$ cat src/rtl/bat_pkg.sv
package bat_pkg;
  localparam int EA_W  = 32;
  localparam int OFF_W = 17;
  localparam int LEN_W = 11;
  localparam int TAG_W = EA_W - OFF_W;

  typedef enum logic [1:0] {
    PR_NONE = 2'b00,
    PR_RO   = 2'b01,
    PR_RW   = 2'b10,
    PR_RWX  = 2'b11
  } prot_e;

  typedef struct packed {
    logic [TAG_W-1:0] lbase;
    logic [TAG_W-1:0] pbase;
    logic [LEN_W-1:0] len;
    logic             sv;
    logic             uv;
    prot_e            prot;
  } desc_t;

  // Size mask widened to the tag width; high tag bits are always compared.
  function automatic logic [TAG_W-1:0] tag_mask(input logic [LEN_W-1:0] len);
    return {{(TAG_W-LEN_W){1'b0}}, len};
  endfunction

  function automatic logic len_legal(input logic [LEN_W-1:0] len);
    return ((LEN_W'(len + 1'b1)) & len) == '0;
  endfunction

  function automatic logic region_match(input desc_t d,
                                        input logic [TAG_W-1:0] tag,
                                        input logic user);
    logic ok_priv;
    ok_priv = user ? d.uv : d.sv;
    return ok_priv && (((tag ^ d.lbase) & ~tag_mask(d.len)) == '0);
  endfunction

  function automatic logic [EA_W-1:0] merge_pa(input desc_t d,
                                               input logic [EA_W-1:0] ea);
    logic [TAG_W-1:0] m;
    m = tag_mask(d.len);
    return {(d.pbase & ~m) | (ea[EA_W-1:OFF_W] & m), ea[OFF_W-1:0]};
  endfunction

  function automatic logic access_bad(input prot_e p, input logic store,
                                      input logic fetch);
    logic wr;
    wr = store & ~fetch;
    case (p)
      PR_NONE: return 1'b1;
      PR_RO:   return wr;
      default: return 1'b0;
    endcase
  endfunction
endpackage

$ cat src/rtl/bat_desc_bank.sv
module bat_desc_bank
  import bat_pkg::*;
#(
  parameter int N_ENT = 4,
  localparam int IDX_W = (N_ENT > 1) ? $clog2(N_ENT) : 1
) (
  input  logic                  clk,
  input  logic                  rst_n,
  input  logic                  wr_en,
  input  logic [IDX_W-1:0]      wr_idx,
  input  desc_t                 wr_desc,
  output desc_t [N_ENT-1:0]     descs
);
  for (genvar i = 0; i < N_ENT; i++) begin : g_ent
    always_ff @(posedge clk) begin
      if (!rst_n)
        descs[i] <= '0;
      else if (wr_en && (wr_idx == IDX_W'(i)))
        descs[i] <= wr_desc;
    end
  end
endmodule

$ cat src/rtl/bat_match.sv
module bat_match
  import bat_pkg::*;
#(
  parameter int N_ENT = 4
) (
  input  desc_t [N_ENT-1:0] descs,
  input  logic [TAG_W-1:0]  tag,
  input  logic              user,
  output logic [N_ENT-1:0]  hit_vec
);
  for (genvar i = 0; i < N_ENT; i++) begin : g_cmp
    assign hit_vec[i] = region_match(descs[i], tag, user);
  end
endmodule

$ cat src/rtl/bat_prio.sv
module bat_prio #(
  parameter int N_ENT = 4
) (
  input  logic [N_ENT-1:0] hit_vec,
  output logic [N_ENT-1:0] win_vec
);
  always_comb begin
    win_vec = '0;
    for (int i = N_ENT - 1; i >= 0; i--) begin
      if (hit_vec[i]) begin
        win_vec    = '0;
        win_vec[i] = 1'b1;
      end
    end
  end
endmodule

$ cat src/rtl/blk_xlate_unit.sv
module blk_xlate_unit
  import bat_pkg::*;
#(
  parameter int N_ENT = 4,
  localparam int IDX_W = (N_ENT > 1) ? $clog2(N_ENT) : 1
) (
  input  logic              clk,
  input  logic              rst_n,
  input  logic              wr_en,
  input  logic              wr_side,
  input  logic [IDX_W-1:0]  wr_idx,
  input  logic [TAG_W-1:0]  wr_lbase,
  input  logic [TAG_W-1:0]  wr_pbase,
  input  logic [LEN_W-1:0]  wr_len,
  input  logic              wr_sv,
  input  logic              wr_uv,
  input  logic [1:0]        wr_prot,
  input  logic              itr_en,
  input  logic              dtr_en,
  input  logic              acc_fetch,
  input  logic              acc_store,
  input  logic              acc_user,
  input  logic [EA_W-1:0]   ea,
  output logic [EA_W-1:0]   pa,
  output logic              hit,
  output logic              viol
);
  desc_t              wr_desc;
  desc_t [N_ENT-1:0]  ibank;
  desc_t [N_ENT-1:0]  dbank;
  desc_t [N_ENT-1:0]  bank_sel;
  desc_t              win_desc;
  logic [N_ENT-1:0]   hit_vec;
  logic [N_ENT-1:0]   win_vec;
  logic               xon;
  logic               any_hit;
  logic [EA_W-1:0]    pa_nxt;
  logic               viol_nxt;

  assign wr_desc = '{lbase: wr_lbase, pbase: wr_pbase, len: wr_len,
                     sv: wr_sv, uv: wr_uv, prot: prot_e'(wr_prot)};

  bat_desc_bank #(.N_ENT(N_ENT)) u_ibank (
    .clk(clk), .rst_n(rst_n), .wr_en(wr_en & wr_side), .wr_idx(wr_idx),
    .wr_desc(wr_desc), .descs(ibank)
  );

  bat_desc_bank #(.N_ENT(N_ENT)) u_dbank (
    .clk(clk), .rst_n(rst_n), .wr_en(wr_en & ~wr_side), .wr_idx(wr_idx),
    .wr_desc(wr_desc), .descs(dbank)
  );

  assign bank_sel = acc_fetch ? ibank : dbank;
  assign xon      = acc_fetch ? itr_en : dtr_en;

  bat_match #(.N_ENT(N_ENT)) u_match (
    .descs(bank_sel), .tag(ea[EA_W-1:OFF_W]), .user(acc_user),
    .hit_vec(hit_vec)
  );

  bat_prio #(.N_ENT(N_ENT)) u_prio (
    .hit_vec(hit_vec), .win_vec(win_vec)
  );

  // One-hot AND-OR select of the winning descriptor.
  always_comb begin
    win_desc = '0;
    for (int i = 0; i < N_ENT; i++) begin
      if (win_vec[i]) win_desc = desc_t'(win_desc | bank_sel[i]);
    end
  end

  assign any_hit  = xon & (|win_vec);
  assign pa_nxt   = any_hit ? merge_pa(win_desc, ea) : ea;
  assign viol_nxt = any_hit & access_bad(win_desc.prot, acc_store, acc_fetch);

  always_ff @(posedge clk) begin
    if (!rst_n) begin
      pa   <= '0;
      hit  <= 1'b0;
      viol <= 1'b0;
    end else begin
      pa   <= pa_nxt;
      hit  <= any_hit;
      viol <= viol_nxt;
    end
  end
endmodule

$ cat config.mk
export PLATFORM = sky130hd
export DESIGN_NAME = blk_xlate_unit
export DESIGN_NICKNAME = d
export VERILOG_FILES = /design/src/rtl/bat_pkg.sv /design/src/rtl/bat_desc_bank.sv /design/src/rtl/bat_match.sv /design/src/rtl/bat_prio.sv /design/src/rtl/blk_xlate_unit.sv
export SDC_FILE = /design/constraint.sdc
export NUM_CORES = 1
export LEC_CHECK = 0
export BUFFER_PORTS_ARGS = -buffer_cell sky130_fd_sc_hd__buf_4
export CAP_MARGIN = 20
export CELL_PAD_IN_SITES_DETAIL_PLACEMENT = 0
export CELL_PAD_IN_SITES_GLOBAL_PLACEMENT = 2
export CORE_MARGIN = 3
export CORE_UTILIZATION = 39
export CTS_CLUSTER_DIAMETER = 40
export CTS_CLUSTER_SIZE = 40
export DETAILED_ROUTE_END_ITERATION = 7
export PLACE_DENSITY_LB_ADDON = 0.1
export SLEW_MARGIN = 10
export SYNTH_ARGS = -nofsm -noshare
export SYNTH_HDL_FRONTEND = slang
export SYNTH_SLANG_ARGS = --single-unit
export TNS_END_PERCENT = 1
$ cat constraint.sdc
create_clock -name clk -period 6.8 [get_ports clk]
set_input_delay 1.7 -clock clk [delete_from_list [all_inputs] [get_ports clk]]
set_output_delay 1.7 -clock clk [all_outputs]
set_load 0.02 [all_outputs]
* Word level (Yosys, flattened, before mapping)
Index checks and enable logic that the tools add are counted.
** Operators by class
- Muxes and demuxes :: 16
- Eq/ne operators :: 4
- Bitwise gates (word level) :: 26
- Reductions and logical operators :: 19
** Operator list (number)
- 180-bit 2-to-1 mux :: 1
- 30-bit 2-to-1 mux :: 4
- 30-bit bitwise OR :: 3
- 15-bit AND :: 5
- 11-bit NOT with 15-bit output :: 5
- 15-bit logical NOT :: 4
- 15-bit bitwise XOR :: 4
- 32-bit 2-to-1 mux :: 1
- 4-bit 2-to-1 mux :: 4
- 15-bit by 11-bit AND with 15-bit output :: 1
- 15-bit bitwise OR :: 1
- 1-bit logical AND :: 12
- 1-bit AND :: 5
- 1-bit 2-to-1 mux :: 5
- 2-bit by 1-bit equality test with 1-bit output (second input constant) :: 2
- 2-bit equality test (second input constant) :: 2
- 2-bit logical NOT :: 2
- 4-bit OR reduction :: 1
- 1-bit NOT :: 2
- 1-bit one-hot mux with 2 select lines :: 1
** Storage, ports and cells
- Logic and storage cells :: 116
- Bits in registers :: 394
- Output and inout port bits :: 34
- Input bits :: 88

* Logic depth before layout (Yosys ltp)
Gate-level depths: netlist of the first run.
- Depth after elaboration :: 20
- Depth in mapped cells :: 13
- Gate-level depth less buffers :: 8

* Cells and area by module
From an unflattened synthesis of the first run, not the netlist that was laid out.
** Unflattened totals
- Cell total of the unflattened synthesis :: 1768
- Area, all modules :: 18261.3 um^2
** By module, submodules not included
- bat_desc_bank :: area each 6670.1 um^2, cells an instance 634, times used 2, sequential area each 3603.5 um^2
- blk_xlate_unit :: area each 3972.6 um^2, cells an instance 377, times used 1, sequential area each 680.7 um^2
- bat_match :: area each 909.6 um^2, cells an instance 119, times used 1, sequential area each 0.0 um^2
- bat_prio :: area each 38.8 um^2, cells an instance 4, times used 1, sequential area each 0.0 um^2

* Least setup slack after synthesis of the first run
OpenSTA, ideal clock, no wires.
- Kind :: input to register
- From :: input port ea[27]
- To :: register pa[24]
- Data required time :: 6.664 ns
- Stages on the path :: 11
- Setup time :: 0.136 ns
- Slack :: 2.876 ns
- Arrival time :: 3.788 ns
- Buffers on the path :: 3
- Cells stage by stage :: buf_2 > xnor2_1 > o22ai_1 > a2111oi_2 > and4_1 > nand2_2 > and3_1 > buf_2 > buf_2 > a2111oi_0 > a211oi_1
** On the way
- Longest elaborated chain between the ends :: 18
- Elaborated cells between the ends (all ways) :: 34
- Classes of those cells :: mux: 9; bitwise: 16; reduce/logical: 9
** RTL lines
- start, declared :: RTL line blk_xlate_unit.sv:23 : input logic [EA_W-1:0] ea,
- 15-bit bitwise XOR :: RTL line bat_pkg.sv:37 : return ok_priv && (((tag ^ d.lbase) & ~tag_mask(d.len)) == '0);
- 15-bit AND :: RTL line bat_pkg.sv:37
- 15-bit logical NOT :: RTL line bat_pkg.sv:37
- 1-bit logical AND :: RTL line bat_pkg.sv:37
- 4-bit 2-to-1 mux (2 in series) :: RTL line bat_prio.sv:10 : if (hit_vec[i]) begin
- 4-bit 2-to-1 mux (*) :: RTL line bat_prio.sv:10
- 30-bit 2-to-1 mux :: RTL line blk_xlate_unit.sv:69 : if (win_vec[i]) win_desc = desc_t'(win_desc | bank_sel[i]);
- 30-bit bitwise OR :: RTL line blk_xlate_unit.sv:69
- 30-bit 2-to-1 mux :: RTL line blk_xlate_unit.sv:69
- 30-bit bitwise OR :: RTL line blk_xlate_unit.sv:69
- 30-bit 2-to-1 mux :: RTL line blk_xlate_unit.sv:69
- 30-bit bitwise OR :: RTL line blk_xlate_unit.sv:69
- 30-bit 2-to-1 mux :: RTL line blk_xlate_unit.sv:69
- 11-bit NOT with 15-bit output :: RTL line bat_pkg.sv:44 : return {(d.pbase & ~m) | (ea[EA_W-1:OFF_W] & m), ea[OFF_W-1:0]};
- 15-bit AND :: RTL line bat_pkg.sv:44
- 15-bit bitwise OR :: RTL line bat_pkg.sv:44
- 32-bit 2-to-1 mux (*) :: RTL line blk_xlate_unit.sv:74 : assign pa_nxt = any_hit ? merge_pa(win_desc, ea) : ea;
- end signal, assigned :: RTL line blk_xlate_unit.sv:83 : pa <= pa_nxt;
- end, declared :: RTL line blk_xlate_unit.sv:24 : output logic [EA_W-1:0] pa,
Mark *: on every way between the ends. The rest lies on a longest branch, timed or not.
A chain may end at the register's enable or synchronous reset.

* Final worst setup path of the first run
- From :: input port acc_fetch
- To :: register pa[20]
** On the way
- Longest elaborated chain between the ends :: 19
- Elaborated cells between the ends (all ways) :: 44
- Classes of those cells :: mux: 15; bitwise: 20; reduce/logical: 9
** RTL lines
- start, declared :: RTL line blk_xlate_unit.sv:20 : input logic acc_fetch,
- 180-bit 2-to-1 mux :: RTL line blk_xlate_unit.sv:53 : assign bank_sel = acc_fetch ? ibank : dbank;
- 15-bit bitwise XOR / 11-bit NOT with 15-bit output (equally long branches) :: RTL line bat_pkg.sv:37
- 15-bit AND :: RTL line bat_pkg.sv:37
- 15-bit logical NOT :: RTL line bat_pkg.sv:37
- 1-bit logical AND :: RTL line bat_pkg.sv:37
- 4-bit 2-to-1 mux (3 in series) :: RTL line bat_prio.sv:10
- 30-bit 2-to-1 mux :: RTL line blk_xlate_unit.sv:69
- 30-bit bitwise OR :: RTL line blk_xlate_unit.sv:69
- 30-bit 2-to-1 mux :: RTL line blk_xlate_unit.sv:69
- 30-bit bitwise OR :: RTL line blk_xlate_unit.sv:69
- 30-bit 2-to-1 mux :: RTL line blk_xlate_unit.sv:69
- 30-bit bitwise OR :: RTL line blk_xlate_unit.sv:69
- 30-bit 2-to-1 mux :: RTL line blk_xlate_unit.sv:69
- 11-bit NOT with 15-bit output :: RTL line bat_pkg.sv:44
- 15-bit AND :: RTL line bat_pkg.sv:44
- 15-bit bitwise OR :: RTL line bat_pkg.sv:44
- 32-bit 2-to-1 mux (*) :: RTL line blk_xlate_unit.sv:74
Marked as above.

==> qor.txt, run 1 <==
Crit path cell chain: clkbuf_8 -> inv_2 -> o21ai_0 -> nor3_1 -> o22a_1 -> buf_4 -> nand2_1 -> and3_1 -> a221o_1 -> a221oi_2
Filler Cell Count: 4479
Capturing point of the worst reg2reg path: pa[20]
Worst VDD drop: 0.2150 mV
Global-route usage over all layers: 29.38%
Post-synth top area share: 44.27%
Worst hold path endpoint: u_dbank.descs[178]
Setup WS pre-CTS: 1161 ps
Final Max Slew Viols: 0
Core ar.: 44700 sq um
Largest net degree at the start of global routing: 179
Row count: 77
Crit end category: register
EDFF count, synth: 0
Slowest CP cell: and3_1
Via count: 16080
Yosys reg bits: 394
Ys flop type: dfxtp_1
Fin crit share: 74.83%
Maximum clock rate: 196.5 MHz
Final nets: 2364
Min-delay src: u_dbank.descs[178]
Syn Area/Cell: 7.828 sq um
CP Launch Type: input pin
Post-synthesis sequential area ratio: 44.27%
Clk pin slew, worst setup/hold paths: 50 ps
Die height: 219.7 microns
Most common cell in the netlist: nand2_1
Reg2reg start: u_ibank.descs[57]
Yosys Warn Count: 0
CP peak stage delay: 690 ps
R2R cell count: 8
Skew final: 26.51 ps
Worst EP arrival: 5570 ps
GRT Residual Overflow: 0
Via-per-instance ratio: 5.511
LEAKAGE: 7.281 nW
DP HPWL: 46150 microns
RSZ-0062 raised after global routing: no
Initial Util: 39.85%
Residual DRC: 0
Vias in the first global route: 14950
Worst Max-Slew Pin Slew: 1102 ps
First-pass GRT wire length: 103900 microns
Hold depth: 2
Initial antenna violation count: 2
Register area: 7888 sq um
Pre-antenna DRT Iters: 5
Final min period: 5088 ps
Syn-to-layout area delta: 18.06%
Max-cap violations: 0
Multi-input logic area: 8937 sq um
Hold Violations, Final: 0
Worst skew pair latency: 590 ps
Starting DRC count in detailed routing: 1462
Num ports: 122
Worst path buffer plus inverter count: 3
Post-CTS setup buffers: 0
Hold Crit Class: register to register
Full die area: 48280 sq um
Asr flop ratio synth: 0%
IO Port Bufs: 121
Top cells by area, synth: dfxtp_1 (44%), nand2_1 (15%), a21oi_1 (11%), mux2i_1 (4.8%), xnor2_1 (4.7%)
Syn Inst Count: 2276
Area leader, netlist: dfxtp_1
Setup ws final: 1712 ps
Cell family with most CP delay: simple AND/OR/NAND/NOR gates
Clock Path Buffers: 3
Cts hold-fix bufs: 0
Wire length per cell: 24.43 microns
Pwr/cell area: 298.4 nW/um^2
Synth cell types: 60
CP Max Fanout: 66
Wirelength, routed: 71280 microns
Final setup vio count: 0
Status: completed
Worst Hold Slack: 451.1 ps
CP Class: input pin to register
Die width: 219.7 microns
CTS buffer count: 68
H-tree levels: 3
Required @ worst endpoint: 7280 ps
Gpl congestion: 0.9050
TritonCTS clock tree: done
Synth cell count leaders: nand2_1 (731), dfxtp_1 (394), a21oi_1 (387), clkbuf_1 (127), xnor2_1 (96)
Slew headroom: 26.54%
Sinks on Clock Net: 394
R2R setup slack: 3080 ps
Mapped Area: 17820 sq um
Total Neg Setup Slack: 0 ps
Layout cells sized above 1: 13.90%
CTS root buf: clkbuf_16
Post-route ant nets: 0
Net count after synthesis: 2364
CTS-repair resized insts: 0
-- worst min-delay path, cell delays in order (launching register included) --
cell and delay [ps]:
dfxtp_1 300, nand2_1 50, a21oi_1 50
-- how the worst max path moves through the flow --
stage / cells past startpoint / endpoint / slack (ps) / startpoint
2_1_floorplan: 11 / pa[24] / 2880 / ea[27]
3_3_place_gp: 10 / pa[18] / 1250 / acc_fetch
3_5_place_dp: 10 / pa[17] / 1160 / acc_fetch
4_1_cts: 10 / pa[17] / 1790 / acc_fetch
5_1_grt: 10 / pa[24] / 1490 / acc_fetch
6_report: 10 / pa[20] / 1710 / acc_fetch
-- routing by layer --
metal  share of wire, %  routed length (microns)  track usage [%]
met1                 46                    32450            41.39
met2                 46                    32440            45.92
met5                  0                        0                0
met3                6.5                     4644            5.792
met4                2.4                     1742            8.113
-- registers in the layout (all words and copies together), names as in the netlist --
name	count
hit	1
pa	32
u_ibank.descs	180
viol	1
u_dbank.descs	180
-- placed cells by master (no fill, tap or decap), types with 5 or more instances in the layout --
master / count
nand2_1: 728
dfxtp_1: 394
a21oi_1: 387
buf_4: 146
xnor2_1: 96
mux2i_1: 86
clkbuf_16: 71
nor3_1: 45
nor2_1: 33
mux2_2: 32
o22ai_1: 26
nand3_1: 18
and2_1: 18
a2111oi_0: 17
o21ai_0: 16
inv_1: 16
a211oi_1: 12
o32ai_1: 11
clkinvlp_4: 10
a211o_1: 9
a32o_1: 9
clkinv_2: 9
nor4_1: 8
o31a_1: 8
nor2_4: 7
xor2_1: 7
clkbuf_8: 7
inv_6: 7
nand2b_1: 6
nand2_2: 5
clkinv_4: 5
bufinv_16: 5
-- final cells by class --
| class | count | share of cell area [%] |
|---|---|---|
| Timing Repair Buffer | 148 | 5.372 |
| Multi-Input combinational cell | 1646 | 42.49 |
| Tap cell | 592 | 3.522 |
| Clock buffer | 80 | 8.893 |
| Sequential cell | 394 | 37.50 |
| Antenna cell | 2 | 0.02380 |
| Inverter | 18 | 0.3569 |
| Clock inverter | 37 | 1.838 |
-- stage by stage --
stage,utilization (%),instance area [sq um],std cells,power [mW]
global placement,41.97,18760,2797,2.918
CTS,47.02,21020,2914,6.332
detailed placement,41.97,18760,2797,2.922
global route,47.05,21030,2917,6.475
floorplan,-,17820,2276,2.728
finish,47.05,21030,2917,6.277
-- cell families after synthesis --
kind of cell	after synthesis	synth area share, %
AND/OR/NAND/NOR	891	20.16
AO/OA/AOI/OAI	532	17.37
flip-flops	394	44.27
buffers and inverters	236	6.026
multiplexers	120	7.107
XOR/XNOR	103	5.064
-- power breakdown --
part / switching, mW / internal [mW] / total [mW]
clock: 1.24 / 2.16 / 3.40
combinational: 0.313 / 0.154 / 0.467
sequential: 0.0419 / 2.37 / 2.41
total: 1.59 / 4.69 / 6.28
No activity file was read; power rests on OpenSTA's default activity.
==> run 2, diff against run 1 <==
Settings changed: ABC_AREA set to 1, CORE_UTILIZATION 39 to 34.
Clock period 6.8 ns to 4.7 ns, I/O delays scaled along.
==> run 2 against run 1 <==
  * Power is 62% higher
  * Routed wire length decreased by 0.19%
  * Die area increased by 16%
  * Non-clock buffer count increased by 22
  * Combinational power grew 78%
==> qor.txt, run 2 <==
Most common cell in the netlist: nor2_1
Syn Inst Count: 2753 (+21%)
Num ports: 122 (unchanged)
Initial antenna violation count: 1 (-1)
Area leader, netlist: dfxtp_1
Die height: 236.2 microns (+7.5%)
Required @ worst endpoint: 5200 ps (-2080 ps)
Fin crit share: 81.22%
Pre-antenna DRT Iters: 8 (+3)
Final setup vio count: 0 (unchanged)
First-pass GRT wire length: 107400 microns (+3.3%)
Final min period: 3817 ps
Row count: 83 (+7.8%)
Skew final: 15.40 ps (-11.11 ps)
Largest net degree at the start of global routing: 146 (-18%)
Net count after synthesis: 2841 (+20%)
TritonCTS clock tree: done
Pwr/cell area: 456.3 nW/um^2 (+53%)
Max-cap violations: 0 (unchanged)
Yosys Warn Count: 0 (unchanged)
Gpl congestion: 0.8502 (-6.1%)
Post-synthesis sequential area ratio: 43.78% (-0.49 points)
Syn-to-layout area delta: 23.86%
Maximum clock rate: 262.0 MHz
Switching portion of total power: 25.00% (-0.35 points)
Mapped Area: 18020 sq um (+1.1%)
Post-CTS setup buffers: 0 (unchanged)
Global-route usage over all layers: 25.13% (-4.2 points)
H-tree levels: 3 (unchanged)
Syn Area/Cell: 6.544 sq um (-16%)
Psw: 2.545 mW (+60%)
CTS buffer count: 81 (+19%)
Crit end category: register
Die width: 236.2 microns (+7.5%)
RSZ-0062 raised after global routing: no
Via-per-instance ratio: 5.046 (-8.4%)
Final Max Slew Viols: 0 (unchanged)
Worst skew pair latency: 600 ps (about the same)
Asr flop ratio synth: 0% (unchanged)
Internal: 7.636 mW (+63%)
Hold Crit Class: register to register
Hold Violations, Final: 0 (unchanged)
Post-synth top area share: 43.78% (-0.49 points)
Reg2reg start: u_dbank.descs[55]
GRT Residual Overflow: 0 (unchanged)
Top cells by area, synth: dfxtp_1 (44%), o21ai_0 (13%), nor2_1 (13%), nand2_1 (11%), nand3_1 (4.6%)
Starting DRC count in detailed routing: 1557 (+6.5%)
Sinks on Clock Net: 394 (unchanged)
Commonest non-fill, non-tap cell in the layout: nor2_1
Vias in the first global route: 17030 (+14%)
Ys flop type: dfxtp_1
DP HPWL: 46040 microns (-0.23%)
Initial Util: 34.77% (-5.1 points)
Worst EP arrival: 4310 ps (-1260 ps)
Power share of the clock group: 57.2% (+3.0 points)
Total Neg Setup Slack: 0 ps (unchanged)
Synth cell count leaders: nor2_1 (608), nand2_1 (538), o21ai_0 (470), dfxtp_1 (394), inv_1 (201)
LEAKAGE: 9.660 nW (+33%)
CP Launch Type: input pin
Most frequent cells in the layout: nor2_1 (604), nand2_1 (532), o21ai_0 (470)
Wirelength, routed: 71140 microns (-0.19%)
Yosys reg bits: 394 (unchanged)
Comb power frac: 8.2% (+0.8 points)
CTS root buf: clkbuf_16
CTS-repair resized insts: 0 (unchanged)
IO Port Bufs: 121 (unchanged)
Layout cells sized above 1: 11.80% (-2.1 points)
Sequential fraction of design power: 34.6% (-3.8 points)
CP Launch Point: acc_fetch
Via count: 18060 (+12%)
Cts hold-fix bufs: 0 (unchanged)
EDFF count, synth: 0 (unchanged)
Wire length per cell: 19.88 microns (-19%)
Final cell count without fillers: 3579 (+23%)
CP Class: input pin to register
Worst Max-Slew Pin Slew: 944.7 ps (-157.1 ps)
Residual DRC: 0 (unchanged)
Full die area: 55790 sq um (+16%)
Placed insts: 3432 (+23%)
Post-route ant nets: 0 (unchanged)
Largest registers: u_dbank.descs: 180 flops, u_ibank.descs: 180 flops, pa: 32 flops
Slew headroom: 36.79% (+10 points)
Status: completed
Worst VDD drop: 0.2640 mV (+23%)
Synth cell types: 31 (-48%)
Final nets: 2924 (+24%)
CP Max Fanout: 50 (-24%)
Clock Path Buffers: 3 (unchanged)
Clk pin slew, worst setup/hold paths: 50 ps (about the same)
Min-delay src: u_dbank.descs[22]
Core ar.: 51820 sq um (+16%)
[run 2: cell count changes in the layout (fill, tap and decap cells not counted), sizes merged, moves of 19 or more]
cell and change:
mux2i -77, nand2 -193, buf +22, mux2 -32
nor2 +572, clkbuf +24, a2111oi -19, xnor2 -96
nand3 +144, a21oi -268, o21ai +463, nor3 -44
o22ai -26, inv +188
[run 2: power groups by stage]
stage / clock [mW] / sequential [mW] / combinational (mW)
after floorplan: 0 / 3.59 / 0.457
after global placement: 0 / 3.59 / 0.824
after detailed placement: 0 / 3.59 / 0.830
after CTS: 5.93 / 3.52 / 0.833
after global routing: 6.09 / 3.53 / 0.929
final: 5.82 / 3.52 / 0.833
[run 2: worst max-delay path, cell delays in order]
cell and delay, ps:
clkbuf_8 240, buf_12 260, o21ai_0 410, nand3_1 200, nand2_1 170, inv_1 80, nand3_1 130, nor2_1 70
nor2_1 710, and2_1 260, nand2_1 170, nor2_1 160, nor2_1 50, a21oi_1 200
[run 2: layer usage]
layer	up-vias	global-route usage [%]	part of all wire, %
met4	0	6.872	2.3
li1	9003	-	-
met1	8485	35.11	47
met2	467	39.73	45
met5	-	0	0
met3	104	4.759	5.4
[run 2: final cells by class]
cell class | instances | area [sq um]
fillers | 5464 | 29510
multi-input cells | 1979 | 8647
flip-flops and latches | 394 | 7888
clock buffers | 104 | 2277
repair buffers | 170 | 1365
well taps | 680 | 850.8
inverters | 210 | 788.3
clock inverters | 41 | 495.5
diodes | 1 | 2.502
[run 2: cells by family (layout without fill, tap and decap cells)]
kind of cell / Yosys count / in the layout / synth area share (%)
AND/OR/NAND/NOR: 1360 / 1360 / 30.20
multiplexers: 9 / 9 / 0.5001
flip-flops: 394 / 394 / 43.78
AO/OA/AOI/OAI: 606 / 606 / 16.94
XOR/XNOR: 4 / 4 / 0.1944
other: 0 / 1 / 0
buffers and inverters: 380 / 525 / 8.389
[run 2: final timing paths]
kind	end	slack [ps]	cells past startpoint
setup / recovery	pa[31]	880	14
hold / removal	u_dbank.descs[22]	450	2
setup reg to reg	pa[31]	1690	12
hold reg to reg	u_dbank.descs[22]	450	2
[run 2: per-stage QoR]
step	worst slack (ps)	hold WS [ps]	area [sq um]	util (%)	total power [mW]
after global routing	744.9	454.3	22310	43.05	10.56
after global placement	378.4	433.7	19520	37.67	4.410
after CTS	979.7	447.2	22290	43.02	10.28
after floorplan	1725	423.7	18020	-	4.048
after detailed placement	365.9	440.4	19520	37.67	4.417
final	882.6	445.1	22310	43.06	10.18
